## src/rtl/bctx_pkg.sv

```systemverilog
package bctx_pkg;

    localparam int WORD_W     = 16;
    localparam int SLOTS      = 40;
    localparam int SYNC_SLOTS = 6;
    localparam int SLOT_W     = 6;
    localparam int CNT_W      = 6;

    typedef enum logic {BUS_A = 1'b0, BUS_B = 1'b1} bus_sel_e;
    typedef enum logic {SQ_IDLE = 1'b0, SQ_RUN = 1'b1} seq_state_e;
    typedef enum logic {HR_CTRL = 1'b0, HR_CMD = 1'b1} host_reg_e;

    typedef struct packed {
        logic [WORD_W-1:0] data;
        logic              is_cmd;
    } tx_word_t;

    typedef struct packed {
        logic     go;
        bus_sel_e bus;
    } start_req_t;

    function automatic logic [CNT_W-1:0] word_count(input logic [4:0] field);
        return (field == 5'd0) ? CNT_W'(32) : {1'b0, field};
    endfunction

    function automatic logic slot_level(input tx_word_t w, input logic [SLOT_W-1:0] s);
        logic [4:0] k;
        logic       b;
        if (s < 6'(SYNC_SLOTS)) begin
            return w.is_cmd ? (s < 6'd3) : (s >= 6'd3);
        end else if (s < 6'(SLOTS - 2)) begin
            k = 5'(s - 6'(SYNC_SLOTS));
            b = w.data[4'(4'd15 - k[4:1])];
            return k[0] ? ~b : b;
        end else begin
            b = ~^w.data;
            return (s == 6'(SLOTS - 2)) ? b : ~b;
        end
    endfunction

endpackage

```

## src/rtl/bctx_fifo.sv

```systemverilog
module bctx_fifo #(
    parameter int DEPTH = 32,
    parameter int W     = 16
) (
    input  logic         clk,
    input  logic         rst,
    input  logic         wr_i,
    input  logic [W-1:0] wdata_i,
    input  logic         pop_i,
    output logic [W-1:0] rdata_o,
    output logic         empty_o,
    output logic         full_o
);
    localparam int AW = (DEPTH > 1) ? $clog2(DEPTH) : 1;
    localparam int CW = $clog2(DEPTH + 1);

    logic [W-1:0]  mem [DEPTH];
    logic [AW-1:0] wp, rp;
    logic [CW-1:0] cnt;
    logic          do_wr, do_pop;

    assign full_o  = (cnt == CW'(DEPTH));
    assign empty_o = (cnt == '0);
    assign do_wr   = wr_i && !full_o;
    assign do_pop  = pop_i && !empty_o;
    assign rdata_o = mem[rp];

    function automatic logic [AW-1:0] nxt(input logic [AW-1:0] p);
        return (p == AW'(DEPTH - 1)) ? '0 : p + AW'(1);
    endfunction

    always_ff @(posedge clk) begin
        if (do_wr) mem[wp] <= wdata_i;
    end

    always_ff @(posedge clk) begin
        if (rst) begin
            wp  <= '0;
            rp  <= '0;
            cnt <= '0;
        end else begin
            if (do_wr)  wp <= nxt(wp);
            if (do_pop) rp <= nxt(rp);
            case ({do_wr, do_pop})
                2'b10:   cnt <= cnt + CW'(1);
                2'b01:   cnt <= cnt - CW'(1);
                default: cnt <= cnt;
            endcase
        end
    end
endmodule

```

## src/rtl/bctx_hostregs.sv

```systemverilog
module bctx_hostregs
    import bctx_pkg::*;
(
    input  logic              clk,
    input  logic              rst,
    input  logic              start_pin_i,
    input  logic              reg_wr_i,
    input  logic              reg_addr_i,
    input  logic [WORD_W-1:0] reg_wdata_i,
    output start_req_t        req_o,
    output logic [WORD_W-1:0] cmd_o
);
    logic              pin_q;
    logic              go_bit_q;
    bus_sel_e          bus_q;
    logic [WORD_W-1:0] cmd_q;
    logic              ctrl_wr, cmd_wr;

    assign ctrl_wr = reg_wr_i && (host_reg_e'(reg_addr_i) == HR_CTRL);
    assign cmd_wr  = reg_wr_i && (host_reg_e'(reg_addr_i) == HR_CMD);

    always_comb begin
        req_o.go  = (start_pin_i && !pin_q) ||
                    (ctrl_wr && reg_wdata_i[0] && !go_bit_q);
        req_o.bus = ctrl_wr ? bus_sel_e'(reg_wdata_i[1]) : bus_q;
    end

    assign cmd_o = cmd_q;

    always_ff @(posedge clk) begin
        if (rst) begin
            pin_q    <= 1'b0;
            go_bit_q <= 1'b0;
            bus_q    <= BUS_A;
            cmd_q    <= '0;
        end else begin
            pin_q <= start_pin_i;
            if (ctrl_wr) begin
                go_bit_q <= reg_wdata_i[0];
                bus_q    <= bus_sel_e'(reg_wdata_i[1]);
            end
            if (cmd_wr) cmd_q <= reg_wdata_i;
        end
    end
endmodule

```

## src/rtl/bctx_encoder.sv

```systemverilog
module bctx_encoder
    import bctx_pkg::*;
#(
    parameter int HALF_BIT_CLKS = 50
) (
    input  logic     clk,
    input  logic     rst,
    input  logic     load_i,
    input  tx_word_t word_i,
    output logic     level_o,
    output logic     last_o
);
    localparam int HW = (HALF_BIT_CLKS > 1) ? $clog2(HALF_BIT_CLKS) : 1;

    tx_word_t          word_q;
    logic              active_q;
    logic [SLOT_W-1:0] slot_q;
    logic [HW-1:0]     hcnt_q;
    logic              slot_end;

    assign slot_end = (hcnt_q == HW'(HALF_BIT_CLKS - 1));
    assign last_o   = active_q && slot_end && (slot_q == SLOT_W'(SLOTS - 1));
    assign level_o  = active_q && slot_level(word_q, slot_q);

    always_ff @(posedge clk) begin
        if (rst) begin
            word_q   <= '0;
            active_q <= 1'b0;
            slot_q   <= '0;
            hcnt_q   <= '0;
        end else if (load_i) begin
            word_q   <= word_i;
            active_q <= 1'b1;
            slot_q   <= '0;
            hcnt_q   <= '0;
        end else if (active_q) begin
            if (slot_end) begin
                hcnt_q <= '0;
                if (slot_q == SLOT_W'(SLOTS - 1)) active_q <= 1'b0;
                else                              slot_q   <= slot_q + SLOT_W'(1);
            end else begin
                hcnt_q <= hcnt_q + HW'(1);
            end
        end
    end
endmodule

```

## src/rtl/bctx_seq.sv

```systemverilog
module bctx_seq
    import bctx_pkg::*;
(
    input  logic              clk,
    input  logic              rst,
    input  start_req_t        req_i,
    input  logic [WORD_W-1:0] cmd_i,
    input  logic              enc_last_i,
    input  logic              fifo_empty_i,
    input  logic [WORD_W-1:0] fifo_data_i,
    output logic              load_o,
    output tx_word_t          load_word_o,
    output logic              pop_o,
    output logic              busy_o,
    output bus_sel_e          bus_o,
    output logic              underrun_o
);
    seq_state_e       state_q;
    logic [CNT_W-1:0] left_q;
    bus_sel_e         bus_q;
    logic             und_q;
    logic             start_ok, need_data;

    assign start_ok  = (state_q == SQ_IDLE) && req_i.go;
    assign need_data = (state_q == SQ_RUN) && enc_last_i && (left_q != '0);

    always_comb begin
        load_o      = 1'b0;
        pop_o       = 1'b0;
        load_word_o = '{data: cmd_i, is_cmd: 1'b1};
        if (start_ok) begin
            load_o = 1'b1;
        end else if (need_data && !fifo_empty_i) begin
            load_o      = 1'b1;
            pop_o       = 1'b1;
            load_word_o = '{data: fifo_data_i, is_cmd: 1'b0};
        end
    end

    always_ff @(posedge clk) begin
        if (rst) begin
            state_q <= SQ_IDLE;
            left_q  <= '0;
            bus_q   <= BUS_A;
            und_q   <= 1'b0;
        end else if (start_ok) begin
            state_q <= SQ_RUN;
            left_q  <= word_count(cmd_i[4:0]);
            bus_q   <= req_i.bus;
            und_q   <= 1'b0;
        end else if (state_q == SQ_RUN && enc_last_i) begin
            if (left_q == '0) begin
                state_q <= SQ_IDLE;
            end else if (fifo_empty_i) begin
                state_q <= SQ_IDLE;
                und_q   <= 1'b1;
            end else begin
                left_q <= left_q - CNT_W'(1);
            end
        end
    end

    assign busy_o     = (state_q == SQ_RUN);
    assign bus_o      = bus_q;
    assign underrun_o = und_q;
endmodule

```

## src/rtl/bc_tx_sequencer.sv

```systemverilog
module bc_tx_sequencer
    import bctx_pkg::*;
#(
    parameter int HALF_BIT_CLKS = 50,
    parameter int FIFO_DEPTH    = 32
) (
    input  logic        clk,
    input  logic        rst,
    input  logic        start_pin_i,
    input  logic        reg_wr_i,
    input  logic        reg_addr_i,
    input  logic [15:0] reg_wdata_i,
    input  logic        fifo_wr_i,
    input  logic [15:0] fifo_wdata_i,
    output logic        fifo_full_o,
    output logic        busy_o,
    output logic        underrun_o,
    output logic        txen_a_o,
    output logic        tx_a_o,
    output logic        txen_b_o,
    output logic        tx_b_o
);
    start_req_t        req;
    logic [WORD_W-1:0] cmd_word;
    logic [WORD_W-1:0] fifo_data;
    logic              fifo_empty, pop, load, enc_last, level, busy;
    tx_word_t          load_word;
    bus_sel_e          bus;

    bctx_hostregs u_regs (
        .clk(clk), .rst(rst), .start_pin_i(start_pin_i),
        .reg_wr_i(reg_wr_i), .reg_addr_i(reg_addr_i), .reg_wdata_i(reg_wdata_i),
        .req_o(req), .cmd_o(cmd_word)
    );

    bctx_fifo #(.DEPTH(FIFO_DEPTH), .W(WORD_W)) u_fifo (
        .clk(clk), .rst(rst), .wr_i(fifo_wr_i), .wdata_i(fifo_wdata_i),
        .pop_i(pop), .rdata_o(fifo_data), .empty_o(fifo_empty), .full_o(fifo_full_o)
    );

    bctx_seq u_seq (
        .clk(clk), .rst(rst), .req_i(req), .cmd_i(cmd_word),
        .enc_last_i(enc_last), .fifo_empty_i(fifo_empty), .fifo_data_i(fifo_data),
        .load_o(load), .load_word_o(load_word), .pop_o(pop),
        .busy_o(busy), .bus_o(bus), .underrun_o(underrun_o)
    );

    bctx_encoder #(.HALF_BIT_CLKS(HALF_BIT_CLKS)) u_enc (
        .clk(clk), .rst(rst), .load_i(load), .word_i(load_word),
        .level_o(level), .last_o(enc_last)
    );

    assign busy_o   = busy;
    assign txen_a_o = busy && (bus == BUS_A);
    assign txen_b_o = busy && (bus == BUS_B);
    assign tx_a_o   = txen_a_o && level;
    assign tx_b_o   = txen_b_o && level;
endmodule

```

## config.mk

```make
export PLATFORM = sky130hd
export DESIGN_NAME = bc_tx_sequencer
export DESIGN_NICKNAME = d
export VERILOG_FILES = /design/src/rtl/bctx_pkg.sv /design/src/rtl/bctx_fifo.sv /design/src/rtl/bctx_hostregs.sv /design/src/rtl/bctx_encoder.sv /design/src/rtl/bctx_seq.sv /design/src/rtl/bc_tx_sequencer.sv
export SDC_FILE = /design/constraint.sdc
export NUM_CORES = 1
export LEC_CHECK = 0
export BUFFER_PORTS_ARGS = -buffer_cell sky130_fd_sc_hd__buf_2
export CORE_MARGIN = 4
export CORE_UTILIZATION = 67
export CTS_CLUSTER_SIZE = 28
export DETAILED_ROUTE_END_ITERATION = 7
export MAX_ROUTING_LAYER = met4
export PLACE_DENSITY = 0.84
export SYNTH_ARGS = -nofsm -noshare
export SYNTH_HDL_FRONTEND = slang
export SYNTH_HIERARCHICAL = 1
export SYNTH_SLANG_ARGS = --single-unit
export TNS_END_PERCENT = 1
```

## constraint.sdc

```tcl
create_clock -name clk -period 7.5 [get_ports clk]
set_input_delay 1.125 -clock clk [delete_from_list [all_inputs] [get_ports clk]]
set_output_delay 1.125 -clock clk [all_outputs]
set_load 0.01 [all_outputs]
```

==> flow_summary_export.csv <==
group,metric,value,unit
grt,antenna_found_initial,0,
clock_tree,ctsHtreeMaxLevel,2,
synth,syn_nets,1477,
synth,synth_area_per_cell,16.89,um^2
timing,setup_viol,0,
clock_tree,cts_resized,0,
route,wl_per_cell,27.59,um
placement,dpl.hpwl,31110,um
clock_tree,cts_setup_buffers,0,
setup_path,path_class,"reg2reg",
setup_path,critPathLaunch,"u_enc/slot_q[1]",
power,pwr-share-comb,0.028,
final_layout,multiInputGateArea,0.006559,mm^2
setup_path,reg2reg_from,"u_enc/slot_q[1]",
setup_path,crit_required,7.97,ns
clock_tree,cts_buffers,55,
placement,dp.cells,1883,
synth,postSynthCellCount,1423,
clock_tree,cts.path.max_buffers,3,
clock_tree,cts-root-buf,"clkbuf_16",
die,io_pins,45,
grt,grt_overflow,0,
timing,max-slew-margin-rel,0.3289,
final_layout,drive_gt1_frac,0.1915,
placement,numPortBuffers,44,
setup_path,worstSetupStartpointType,"flip-flop",
timing,setup_tns,0,ns
synth,ys_dominant_reg_cell,"edfxtp_1",
timing,period_minus_slack,4.302,ns
setup_path,cp.arrival,4.78,ns
timing,post-route-period-util,0.5736,
synth,ys_ff_latch,591,
grt,first_global_vias,13370,
synth,synth_edf_count,512,
setup_path,end_kind,"flip-flop",
die,row_count,69,
synth,ys_seq_area_frac,0.7054,
final_layout,nFillCells,1973,
grt,grt_pass1_wl,82210,um
power,clkPwrFrac,0.419,
timing,tightest_slew,1.004,ns
clock_tree,clk_pin_slew,0.06,ns
die,start_util,0.6775,
synth,ys_types,82,
timing,final-max-slew-violation-count,0,
final_layout,syn_to_final_growth,10.15,%
flow_run,drv_cap,0,
route,num_vias,13270,
route,drtPass1Iterations,5,
route,totalWireLength,54830,um
die,fp.dieH,197.4,um
synth,async_reset_ff_frac,0,
die,dieWidth,197.4,um
final_layout,final_nets,1533,
final_layout,regArea,0.01696,mm^2
placement,place_congestion,0.8416,
power,powerDensity,246.9,mW/mm^2
clock_tree,cts_tree,"built",
final_layout,final_cell_mix,"512 x edfxtp_1, 158 x mux2i_1, 97 x a22oi_1",
power,swShare,0.2003,
die,coreArea,0.03548,mm^2
clock_tree,postCtsHoldBufs,0,
route,postRouteAntennaNets,0,
power,power_frac_seq,0.553,
synth,syn_area,0.02404,mm^2
timing,hold_viol,0,
route,first_iter_violations,1521,
clock_tree,insertion_delay,0.59,ns
grt,track_usage,0.2914,
power,p_int,0.005228,W
power,fin_total_pwr,0.006537,W
route,via_per_inst,6.677,
timing,grt_setup_unrepaired,"false",
grt,grt_max_degree,131,
final_layout,layout.cells.non_filler,1987,
power,vdd_drop_max,0.0002325,V
die,dieArea,0.03897,mm^2
min_path,min_path_type,"reg2reg",
timing,fmax,232.5,MHz
power,p_leak,8.414,nW
final_layout,final_common_cell,"edfxtp_1",
clock_tree,clock-sinks,591,
route,drc,0,
run_status,status,"finished clean",
power,switchingPower,0.001309,W
min_path,min_from,"u_regs/bus_q",
setup_path,cp_max_fo,12,
synth,ys.warnings.count,6,
timing,skew,0.02179,ns
[worst max-delay path, cell delays in order (launching register included)]
cell and delay (ns):
dfxtp_1 0.52, ha_1 0.30, nand4_1 0.24, nor2_1 0.29
nand3b_2 0.18, a21oi_4 0.43, o31ai_4 0.22, inv_1 0.12
ha_1 0.41, xor2_1 0.19, ha_1 0.17, a21oi_1 0.07
or4bb_1 0.50, a31oi_1 0.21, mux2_2 0.35
[synth_stat cells (5+ instances only)]
| cell | n | area [um^2] |
|---|---|---|
| a21bo_2 | 14 | 140.1 |
| a21oi_1 | 38 | 190.2 |
| a22oi_1 | 97 | 728.2 |
| a31oi_1 | 7 | 43.79 |
| buf_1 | 6 | 22.52 |
| buf_2 | 33 | 165.2 |
| buf_6 | 6 | 67.56 |
| clkbuf_1 | 34 | 127.6 |
| dfxtp_1 | 79 | 1582 |
| edfxtp_1 | 512 | 15370 |
| ha_1 | 16 | 200.2 |
| inv_1 | 14 | 52.55 |
| mux2_2 | 13 | 146.4 |
| mux2_4 | 5 | 75.07 |
| mux2i_1 | 158 | 1582 |
| mux4_2 | 64 | 1441 |
| nand2_1 | 26 | 97.59 |
| nand2b_1 | 12 | 75.07 |
| nand3_1 | 55 | 275.3 |
| nand3b_1 | 5 | 37.54 |
| nand4_1 | 22 | 137.6 |
| nor2_1 | 79 | 296.5 |
| o21ai_0 | 5 | 25.02 |
| or3_1 | 8 | 50.05 |
| xnor2_1 | 17 | 148.9 |
| xor2_1 | 12 | 105.1 |
[per-layer routing]
| metal | vias to the layer above | share of wire | track usage |
|---|---|---|---|
| li1 | 5757 | - | - |
| met1 | 6684 | 0.37 | 0.3777 |
| met2 | 707 | 0.51 | 0.4828 |
| met3 | 120 | 0.081 | 0.05014 |
| met4 | 0 | 0.034 | 0.08731 |
| met5 | - | 0 | - |
[registers in the layout, summed over array words and instances, names as in the netlist, 5 cells and up, named ones only]
signal and flops:
u_seq/left_q 6, u_fifo/wp 5, u_enc/slot_q 6, u_enc/hcnt_q 6, u_fifo/mem 512, u_enc/word_q 17
u_regs/cmd_o 16, u_fifo/rp 5, u_fifo/cnt 6
[area by class of cell]
cell class | count | share of cell area
clock inverters | 32 | 0.01172
well taps | 461 | 0.02178
clock buffers | 71 | 0.05505
flip-flops and latches | 591 | 0.6406
multi-input cells | 730 | 0.2477
repair buffers | 85 | 0.02041
inverters | 16 | 0.002646
diodes | 1 | 0.00009450
[power by group through the flow]
stage	registers, W	logic (W)	clock network, W
2_1_floorplan	0.00368	0.000101	0
3_3_place_gp	0.00368	0.000169	0
3_5_place_dp	0.00368	0.000177	0
4_1_cts	0.00361	0.000180	0.00277
5_1_grt	0.00361	0.000196	0.00291
6_report	0.00361	0.000181	0.00274
[final timing paths]
check | end | slack (ns) | depth (start not counted)
setup / recovery | u_fifo/cnt[4] | 3.20 | 14
hold / removal | u_regs/bus_q | 0.49 | 2
setup reg to reg | u_fifo/cnt[4] | 3.20 | 14
hold reg to reg | u_regs/bus_q | 0.49 | 2
[per-stage QoR]
stage	cell area, um^2	hold slack, ns	util	setup slack (ns)
after detailed placement	24710	0.4795	0.6964	3.247
after global routing	26480	0.5122	0.7462	2.860
final	26480	0.4890	0.7463	3.198
after floorplan	24040	0.4496	-	3.832
after CTS	26480	0.4902	0.7462	3.175
after global placement	24710	0.4637	0.6964	3.376
[logic make-up (layout without fill, tap and decap cells)]
group	count (synthesis)	after routing	share of synthesized area
DFF	591	591	0.7054
and+or+nand+nor	257	257	0.05684
muxes	245	245	0.1398
AOI/OAI and AO/OA	182	182	0.05538
buffers and inverters	102	204	0.02274
xor gates and xnor gates	30	30	0.01155
adders and majority gates	16	16	0.008328
other	0	1	0
No activity file was read; power rests on OpenSTA's default activity.
